==> config.mk <==
export PLATFORM = sky130hd
export DESIGN_NAME = spi_nand_bridge
export DESIGN_NICKNAME = d
export VERILOG_FILES = /design/src/rtl/spi_nand_pkg.sv /design/src/rtl/spi_nand_sync.sv /design/src/rtl/spi_nand_shift.sv /design/src/rtl/spi_nand_strobe.sv /design/src/rtl/spi_nand_bridge.sv
export SDC_FILE = /design/constraint.sdc
export NUM_CORES = 1
export LEC_CHECK = 0
export CAP_MARGIN = 10
export CORE_UTILIZATION = 45
export DETAILED_ROUTE_END_ITERATION = 8
export PLACE_DENSITY = 0.72
export SLEW_MARGIN = 15
export SYNTH_ARGS = -nofsm -noshare
export SYNTH_HDL_FRONTEND = slang
export SYNTH_HIERARCHICAL = 1
export SYNTH_SLANG_ARGS = --single-unit
==> constraint.sdc <==
create_clock -name clk -period 1.5 [get_ports clk]
set_input_delay 0.225 -clock clk [delete_from_list [all_inputs] [get_ports clk]]
set_output_delay 0.225 -clock clk [all_outputs]
set_load 0.1 [all_outputs]
==> src/rtl/spi_nand_pkg.sv <==
package spi_nand_pkg;
  localparam logic [7:0] OPC_WRITE = 8'h08;
  localparam logic [7:0] OPC_CFG   = 8'h09;
  localparam logic [7:0] OPC_READ  = 8'h0A;
  localparam logic [7:0] OPC_FREAD = 8'h0B;

  typedef enum logic [2:0] {
    PH_OPC, PH_WRITE, PH_CFG, PH_IDLE, PH_READ, PH_SKIP
  } phase_t;

  typedef enum logic [1:0] {
    ST_IDLE, ST_SETUP, ST_LOW, ST_HOLD
  } strobe_st_t;

  typedef struct packed {
    logic       ce_n;
    logic       cle;
    logic       ale;
    logic       fan;
    logic [3:0] led_n;
  } cfg_t;
endpackage

==> src/rtl/spi_nand_sync.sv <==
module spi_nand_sync #(
  parameter int            W       = 4,
  parameter int            STAGES  = 2,
  parameter logic [W-1:0]  RST_VAL = '0
) (
  input  logic         clk,
  input  logic         rst,
  input  logic [W-1:0] d,
  output logic [W-1:0] q
);
  logic [W-1:0] chain [STAGES];

  always_ff @(posedge clk) begin
    if (rst) begin
      for (int i = 0; i < STAGES; i++) chain[i] <= RST_VAL;
    end else begin
      chain[0] <= d;
      for (int i = 1; i < STAGES; i++) chain[i] <= chain[i-1];
    end
  end

  assign q = chain[STAGES-1];
endmodule

==> src/rtl/spi_nand_shift.sv <==
module spi_nand_shift #(
  parameter int BYTE_W = 8
) (
  input  logic              clk,
  input  logic              rst,
  input  logic              sck_s,
  input  logic              csn_s,
  input  logic              d0_s,
  input  logic              d1_s,
  input  logic              dual,
  output logic              rise,
  output logic              slot_start,
  output logic              byte_done,
  output logic [BYTE_W-1:0] byte_q
);
  localparam int CNT_W = $clog2(BYTE_W);

  logic              sck_d;
  logic [CNT_W-1:0]  cnt;
  logic [BYTE_W-1:0] shreg;
  logic [BYTE_W-1:0] nxt;
  logic              last;

  assign rise       = sck_s & ~sck_d & ~csn_s;
  assign slot_start = rise & (cnt == '0);
  assign last       = dual ? (cnt == CNT_W'(BYTE_W/2 - 1)) : (cnt == CNT_W'(BYTE_W - 1));
  assign nxt        = dual ? {shreg[BYTE_W-3:0], d0_s, d1_s} : {shreg[BYTE_W-2:0], d0_s};

  always_ff @(posedge clk) begin
    if (rst) begin
      sck_d     <= 1'b0;
      cnt       <= '0;
      shreg     <= '0;
      byte_done <= 1'b0;
      byte_q    <= '0;
    end else begin
      sck_d     <= sck_s;
      byte_done <= 1'b0;
      if (csn_s) begin
        cnt <= '0;
      end else if (rise) begin
        shreg <= nxt;
        if (last) begin
          cnt       <= '0;
          byte_done <= 1'b1;
          byte_q    <= nxt;
        end else begin
          cnt <= cnt + 1'b1;
        end
      end
    end
  end


  csn_clears_chk: assert property (@(posedge clk) disable iff (rst)
    csn_s |=> !byte_done);
endmodule

==> src/rtl/spi_nand_strobe.sv <==
module spi_nand_strobe
  import spi_nand_pkg::*;
#(
  parameter int STROBE_CLKS = 3
) (
  input  logic       clk,
  input  logic       rst,
  input  logic       wr_req,
  input  logic       rd_req,
  input  logic [7:0] wr_data,
  input  logic [7:0] dq_in,
  output logic       we_n,
  output logic       re_n,
  output logic [7:0] dq_out,
  output logic       dq_oe,
  output logic [7:0] rd_data
);
  localparam int CW = $clog2(STROBE_CLKS + 1);

  strobe_st_t    st;
  logic [CW-1:0] cnt;
  logic          is_rd;

  always_ff @(posedge clk) begin
    if (rst) begin
      st      <= ST_IDLE;
      cnt     <= '0;
      is_rd   <= 1'b0;
      we_n    <= 1'b1;
      re_n    <= 1'b1;
      dq_out  <= '0;
      dq_oe   <= 1'b0;
      rd_data <= '0;
    end else begin
      case (st)
        ST_IDLE: begin
          if (wr_req) begin
            dq_out <= wr_data;
            dq_oe  <= 1'b1;
            is_rd  <= 1'b0;
            st     <= ST_SETUP;
          end else if (rd_req) begin
            is_rd <= 1'b1;
            st    <= ST_SETUP;
          end
        end
        ST_SETUP: begin
          cnt <= '0;
          if (is_rd) re_n <= 1'b0;
          else       we_n <= 1'b0;
          st <= ST_LOW;
        end
        ST_LOW: begin
          cnt <= cnt + 1'b1;
          if (cnt == CW'(STROBE_CLKS - 1)) begin
            we_n <= 1'b1;
            re_n <= 1'b1;
            if (is_rd) rd_data <= dq_in;
            st <= ST_HOLD;
          end
        end
        default: begin
          dq_oe <= 1'b0;
          st    <= ST_IDLE;
        end
      endcase
    end
  end


  strobe_excl_chk: assert property (@(posedge clk) disable iff (rst)
    !(!we_n && !re_n));

  req_excl_chk: assert property (@(posedge clk) disable iff (rst)
    !(wr_req && rd_req));

  req_idle_chk: assert property (@(posedge clk) disable iff (rst)
    (wr_req || rd_req) |-> (st == ST_IDLE));

  we_setup_chk: assert property (@(posedge clk) disable iff (rst)
    $fell(we_n) |-> (dq_oe && $past(dq_oe)));

  we_hold_chk: assert property (@(posedge clk) disable iff (rst)
    $rose(we_n) |-> (dq_oe && $stable(dq_out)));

  we_width_chk: assert property (@(posedge clk) disable iff (rst)
    $fell(we_n) |=> !we_n);

  re_width_chk: assert property (@(posedge clk) disable iff (rst)
    $fell(re_n) |=> !re_n);
endmodule

==> src/rtl/spi_nand_bridge.sv <==
module spi_nand_bridge
  import spi_nand_pkg::*;
#(
  parameter int          STROBE_CLKS = 3,
  parameter int          FAST_IDLE   = 4,
  parameter int          SYNC_STAGES = 2,
  parameter logic [7:0]  CFG_RESET   = 8'h8F
) (
  input  logic       clk,
  input  logic       rst,
  input  logic       sck,
  input  logic       csn,
  input  logic       mosi,
  input  logic       mosi2,
  output logic       miso,
  output logic       nand_ce_n,
  output logic       nand_cle,
  output logic       nand_ale,
  output logic       nand_we_n,
  output logic       nand_re_n,
  output logic [7:0] nand_dq_out,
  output logic       nand_dq_oe,
  input  logic [7:0] nand_dq_in,
  output logic       fan_on,
  output logic [3:0] led_n
);
  localparam int IW = $clog2(FAST_IDLE + 1);

  logic [3:0] pins_s;
  logic       sck_s, csn_s, d0_s, d1_s;
  logic       rise, slot_start, byte_done;
  logic [7:0] byte_q;

  phase_t     phase_q;
  logic [IW-1:0] idle_left;
  logic [7:0] pend;
  logic       have_pend;
  logic [7:0] tx_q;
  logic [7:0] cfg_q;
  logic       wr_go, rd_go;
  logic [7:0] wr_byte;
  logic [7:0] rd_data;
  cfg_t       cfg_v;

  spi_nand_sync #(.W(4), .STAGES(SYNC_STAGES), .RST_VAL(4'b0100)) u_sync (
    .clk (clk),
    .rst (rst),
    .d   ({sck, csn, mosi, mosi2}),
    .q   (pins_s)
  );
  assign {sck_s, csn_s, d0_s, d1_s} = pins_s;

  spi_nand_shift #(.BYTE_W(8)) u_shift (
    .clk        (clk),
    .rst        (rst),
    .sck_s      (sck_s),
    .csn_s      (csn_s),
    .d0_s       (d0_s),
    .d1_s       (d1_s),
    .dual       (phase_q == PH_WRITE),
    .rise       (rise),
    .slot_start (slot_start),
    .byte_done  (byte_done),
    .byte_q     (byte_q)
  );

  spi_nand_strobe #(.STROBE_CLKS(STROBE_CLKS)) u_strobe (
    .clk     (clk),
    .rst     (rst),
    .wr_req  (wr_go),
    .rd_req  (rd_go),
    .wr_data (wr_byte),
    .dq_in   (nand_dq_in),
    .we_n    (nand_we_n),
    .re_n    (nand_re_n),
    .dq_out  (nand_dq_out),
    .dq_oe   (nand_dq_oe),
    .rd_data (rd_data)
  );

  always_ff @(posedge clk) begin
    if (rst) begin
      phase_q   <= PH_OPC;
      idle_left <= '0;
      pend      <= '0;
      have_pend <= 1'b0;
      tx_q      <= '0;
      cfg_q     <= CFG_RESET;
      wr_go     <= 1'b0;
      rd_go     <= 1'b0;
      wr_byte   <= '0;
    end else begin
      wr_go <= 1'b0;
      rd_go <= 1'b0;
      if (csn_s) begin
        phase_q   <= PH_OPC;
        have_pend <= 1'b0;
        tx_q      <= '0;
      end else if (byte_done) begin
        case (phase_q)
          PH_OPC: begin
            tx_q <= '0;
            case (byte_q)
              OPC_WRITE: begin
                phase_q   <= PH_WRITE;
                have_pend <= 1'b0;
              end
              OPC_CFG:   phase_q <= PH_CFG;
              OPC_READ: begin
                phase_q   <= PH_IDLE;
                idle_left <= IW'(1);
                rd_go     <= 1'b1;
              end
              OPC_FREAD: begin
                phase_q   <= PH_IDLE;
                idle_left <= IW'(FAST_IDLE);
                rd_go     <= (FAST_IDLE == 1);
              end
              default:   phase_q <= PH_SKIP;
            endcase
          end
          PH_WRITE: begin
            if (have_pend) begin
              wr_go   <= 1'b1;
              wr_byte <= pend;
            end
            pend      <= byte_q;
            have_pend <= 1'b1;
            tx_q      <= byte_q;
          end
          PH_CFG: cfg_q <= byte_q;
          PH_IDLE: begin
            if (idle_left == IW'(1)) begin
              phase_q <= PH_READ;
              tx_q    <= rd_data;
            end else begin
              idle_left <= idle_left - 1'b1;
              if (idle_left == IW'(2)) rd_go <= 1'b1;
            end
          end
          PH_READ: tx_q <= rd_data;
          default: ;
        endcase
      end else if (rise) begin
        tx_q <= {tx_q[6:0], 1'b0};
        if (slot_start && phase_q == PH_READ) rd_go <= 1'b1;
      end
    end
  end

  assign cfg_v     = cfg_t'(cfg_q);
  assign nand_ce_n = cfg_v.ce_n;
  assign nand_cle  = cfg_v.cle;
  assign nand_ale  = cfg_v.ale;
  assign fan_on    = cfg_v.fan;
  assign led_n     = cfg_v.led_n;
  assign miso      = tx_q[7];


  wr_phase_chk: assert property (@(posedge clk) disable iff (rst)
    wr_go |-> (phase_q == PH_WRITE));

  rd_phase_chk: assert property (@(posedge clk) disable iff (rst)
    rd_go |-> (phase_q == PH_IDLE || phase_q == PH_READ));

  cfg_only_chk: assert property (@(posedge clk) disable iff (rst)
    !$stable(cfg_q) |-> ($past(phase_q) == PH_CFG));

  idle_quiet_chk: assert property (@(posedge clk) disable iff (rst)
    (phase_q == PH_IDLE || phase_q == PH_OPC) |-> !miso);
endmodule

==> flow_metrics.tcl, run 1 <==
set metrics [dict create \
    grt.overflow.total 0 \
    drv_cap 0 \
    ios 34 \
    synth_fp_nets 457 \
    count_of_flip_flops_with_a_built_in_enable_after_synthesis 0 \
    failed_checks "negative setup slack" \
    final_cells 610 \
    vias_per_cell 5.61 \
    num_vias 3423 \
    avgSynthCellArea_sq_um 9.77 \
    place.gp.congestion 0.869 \
    final_worst_path_cycle_share_pct 105 \
    pre_cts_slack_ns -0.116 \
    drt_iter0_markers 187 \
    grt_antenna_before_repair 0 \
    chipHeight_um 98.8 \
    regToRegStartpoint "phase_q[1]" \
    fin_setup_tns_ns -0.241 \
    diodes 0 \
    timing.critical_path.from_type "register" \
    largest_net_degree_at_the_start_of_global_routing 34 \
    final_critical_path_required_period_ns 1.58 \
    timing_hold_violations_final 0 \
    final_max_slew_viol_count 0 \
    skew_ns 0.0101 \
    layout.area.seq_sq_um 1880 \
    number_of_placed_instances_with_taps_included 583 \
    rows 34 \
    critical_path_arrival_ns 1.86 \
    final.fill_count 677 \
    worstPathCellList "buf_12 > or3b_4 > a21oi_4 > a222oi_1 > a211oi_2" \
    first_pass_iters 5 \
    post_route_ant_nets 0 \
    clockRootBuffer "sky130_fd_sc_hd__clkbuf_8" \
    synth.ff_latch_count 93 \
    cp-end-kind "register" \
    timing.slew.headroom_pct 69.9 \
    cts_htree_levels 3 \
    worst_ep_required_time_ns 1.78 \
    detail_route.drc_violations 0 \
    critical_path_peak_fanout 4 \
    cts.clk_slew.worst_paths_ns 0.09 \
    drive_gt1_share_pct 31.5 \
    post-dp-hpwl_um 6540 \
    r2r_slack_ns -0.08 \
    first_global_vias 3201 \
    dpl_cell_area_sq_um 5030 \
    final_core_utilization_pct 63.8 \
    layout-area-overhead-vs-synth_pct 34.6 \
    clock_tree_sinks 93 \
    synth_sequential_area_ratio_pct 44.2 \
    timing_worst_slew_pin_value_ns 0.445 \
    slowest_delay_ns 0.44 \
    timing.rr.end "tx_q[1]" \
    multi_input_comb_area_sq_um 2410 \
    num-nets-final 523 \
    cts_made_buffers 9 \
    die_width_um 98.8 \
    leakagePower_nw 2.13 \
    wl_per_cell_um 16.1 \
    insertion_delay_of_the_later_clocked_pin_in_the_worst_skew_pair_ns 0.35 \
    holdPathStages 2 \
    timing.critical_path.slowest_stage_cell "sky130_fd_sc_hd__or3b_4" \
    cp_buf_inv_count 1 \
    buffer_ports.inserted 33 \
    path_class "reg2reg" \
    placeableCoreArea_sq_um 8890 \
    final.setup.worst_slack_ns -0.0775 \
    asyncSetResetFlopFracSynth_pct 0 \
    p_per_area_nw_per_um2 922 \
    syn-cell-area_sq_um 4210 \
    hp-start "rst" \
    ys.warnings.count 6 \
    timing.final.setup_violations 7 \
    wirelength_um 9830 \
    synthDistinctLibCells 65 \
    rsz_0062_raised_after_global_routing "true" \
    power.ir.vdd_worst_mv 0.710 \
    fmax_mhz 634 \
    cp_top_family "compound AO/OA/AOI/OAI gates" \
    floorplan.initialDensity_pct 47.4 \
    syn_inst 431 \
    synthFlopType "sky130_fd_sc_hd__dfxtp_1" \
    overall_global_routing_resource_usage_pct 19.2 \
    grt_pass1_wl_um 15100 \
    tritoncts "yes" \
    clk_path_buf_depth 2 \
    die_area_sq_um 9750 \
    stdcell_area_sq_um 5670 \
    r2r_cells 5 \
    cts_hold_repair.buffers 0 \
    outcome "finished, violations left" \
    whs_endpoint "u_shift/sck_d" \
    hold_path.class "in2reg" \
]
-- placed cells by master, fill, tap and decap left out, types with 15 or more instances in the layout --
cell type / count
sky130_fd_sc_hd__nand2_1: 15
sky130_fd_sc_hd__nand3_1: 16
sky130_fd_sc_hd__nor2b_1: 16
sky130_fd_sc_hd__buf_12: 23
sky130_fd_sc_hd__mux2i_1: 33
sky130_fd_sc_hd__a21oi_1: 25
sky130_fd_sc_hd__dfxtp_1: 85
sky130_fd_sc_hd__a211oi_1: 18
sky130_fd_sc_hd__buf_4: 38
sky130_fd_sc_hd__nor2_1: 44
-- cells in the mapped netlist (3+ instances only) --
cell / n / area, sq um
sky130_fd_sc_hd__nor2_1: 45 / 169
sky130_fd_sc_hd__a21oi_1: 31 / 155
sky130_fd_sc_hd__a222oi_1: 4 / 40.0
sky130_fd_sc_hd__inv_1: 16 / 60.1
sky130_fd_sc_hd__o221ai_1: 6 / 52.6
sky130_fd_sc_hd__nor3_1: 8 / 40.0
sky130_fd_sc_hd__clkbuf_1: 11 / 41.3
sky130_fd_sc_hd__buf_6: 3 / 33.8
sky130_fd_sc_hd__nor4bb_1: 3 / 30.0
sky130_fd_sc_hd__nand2b_1: 6 / 37.5
sky130_fd_sc_hd__a211o_1: 6 / 52.6
sky130_fd_sc_hd__ha_1: 12 / 150
sky130_fd_sc_hd__buf_4: 6 / 45.0
sky130_fd_sc_hd__mux2i_1: 41 / 410
sky130_fd_sc_hd__o21ai_0: 5 / 25.0
sky130_fd_sc_hd__buf_2: 7 / 35.0
sky130_fd_sc_hd__a211oi_1: 23 / 173
sky130_fd_sc_hd__nand3_1: 16 / 80.1
sky130_fd_sc_hd__dfxtp_1: 93 / 1860
sky130_fd_sc_hd__nor3b_1: 3 / 22.5
sky130_fd_sc_hd__nor2b_1: 19 / 119
sky130_fd_sc_hd__nand2_1: 16 / 60.1
-- flip-flops by register name, summed over array words and instances (netlist names), 2 cells and up --
name,flops
u_sync/chain,8
u_strobe/cnt,2
tx_q,8
u_shift/byte_q,8
pend,8
cfg_q,8
wr_byte,8
phase_q,3
u_shift/shreg,7
u_shift/cnt,3
idle_left,3
u_strobe/rd_data,8
u_strobe/dq_out,8
u_strobe/st,2
-- layer usage --
| layer | track usage [%] | vias to the layer above | part of all wire (%) |
|---|---|---|---|
| met3 | 3.90 | 16 | 4.2 |
| li1 | - | 1673 | - |
| met4 | 6.31 | 0 | 1.6 |
| met5 | 0 | - | 0 |
| met1 | 24.7 | 1649 | 44 |
| met2 | 32.2 | 85 | 50 |
-- how the worst max path moves through the flow --
stage / from / end / slack [ns] / cells after the start
floorplan: u_strobe/st[0] / u_strobe/st[0] / 0.01 / 5
global placement: phase_q[0] / tx_q[2] / -0.03 / 5
detailed placement: phase_q[0] / tx_q[1] / -0.12 / 5
CTS: phase_q[0] / idle_left[0] / -0.04 / 5
global route: phase_q[1] / idle_left[1] / -0.14 / 5
finish: phase_q[1] / tx_q[1] / -0.08 / 5
-- what timing repair did --
action,4_1_cts,5_1_grt
setup endpoints to repair,44,44
buffers inserted,1,10
endpoints found under the hold margin,0,0
cloned,0,1
pin swaps,7,30
resized for setup,17,62
-- worst register-to-register path, stage by stage, from the launching register on --
cell and delay [ns]:
sky130_fd_sc_hd__dfxtp_4 0.37, sky130_fd_sc_hd__buf_12 0.13, sky130_fd_sc_hd__or3b_4 0.44, sky130_fd_sc_hd__a21oi_4 0.20
sky130_fd_sc_hd__a222oi_1 0.12, sky130_fd_sc_hd__a211oi_2 0.24
-- through the flow --
step / total power, mW / hold slack (ns)
detailed placement: 3.31 / 0.406
finish: 5.23 / 0.241
global placement: 3.30 / 0.389
floorplan: 3.07 / 0.297
global route: 5.44 / 0.260
CTS: 5.16 / 0.220
-- cell type report --
class                   count  area share [%]
flip-flops and latches     93            33.2
inverters                  16            1.06
well taps                 108            2.38
clock buffers              10            2.25
multi-input cells         295            42.6
repair buffers             82            16.9
clock inverters             6            1.66
-- kinds of logic (layout without fill, tap and decap cells) --
group | Yosys count | count (layout) | share of synthesized area [%]
adders and majority gates | 12 | 12 | 3.56
xor gates and xnor gates | 3 | 3 | 0.802
AOI/OAI and AO/OA | 90 | 90 | 15.1
muxes | 42 | 42 | 10.0
and+or+nand+nor | 148 | 148 | 21.2
buffers and inverters | 43 | 114 | 5.11
DFF | 93 | 93 | 44.2
-- power breakdown --
group / internal [mW] / total [mW] / switching, mW / leakage, nW
Combinational: 0.354 / 0.808 / 0.453 / 1.27
Sequential: 2.52 / 2.57 / 0.0489 / 0.756
Clock: 0.955 / 1.86 / 0.901 / 0.107
No activity file was read; power rests on OpenSTA's default activity.
==> run 2: changes to the inputs <==
--- a/config.mk
+++ b/config.mk
@@ -5,7 +5,7 @@
 export SDC_FILE = /design/constraint.sdc
 export NUM_CORES = 1
 export LEC_CHECK = 0
-export CAP_MARGIN = 10
+export CAP_MARGIN = 20
 export CORE_UTILIZATION = 45
 export DETAILED_ROUTE_END_ITERATION = 8
 export PLACE_DENSITY = 0.72
==> results of run 2 <==
The final DEF is identical to that of run 1; final timing and power are the same.
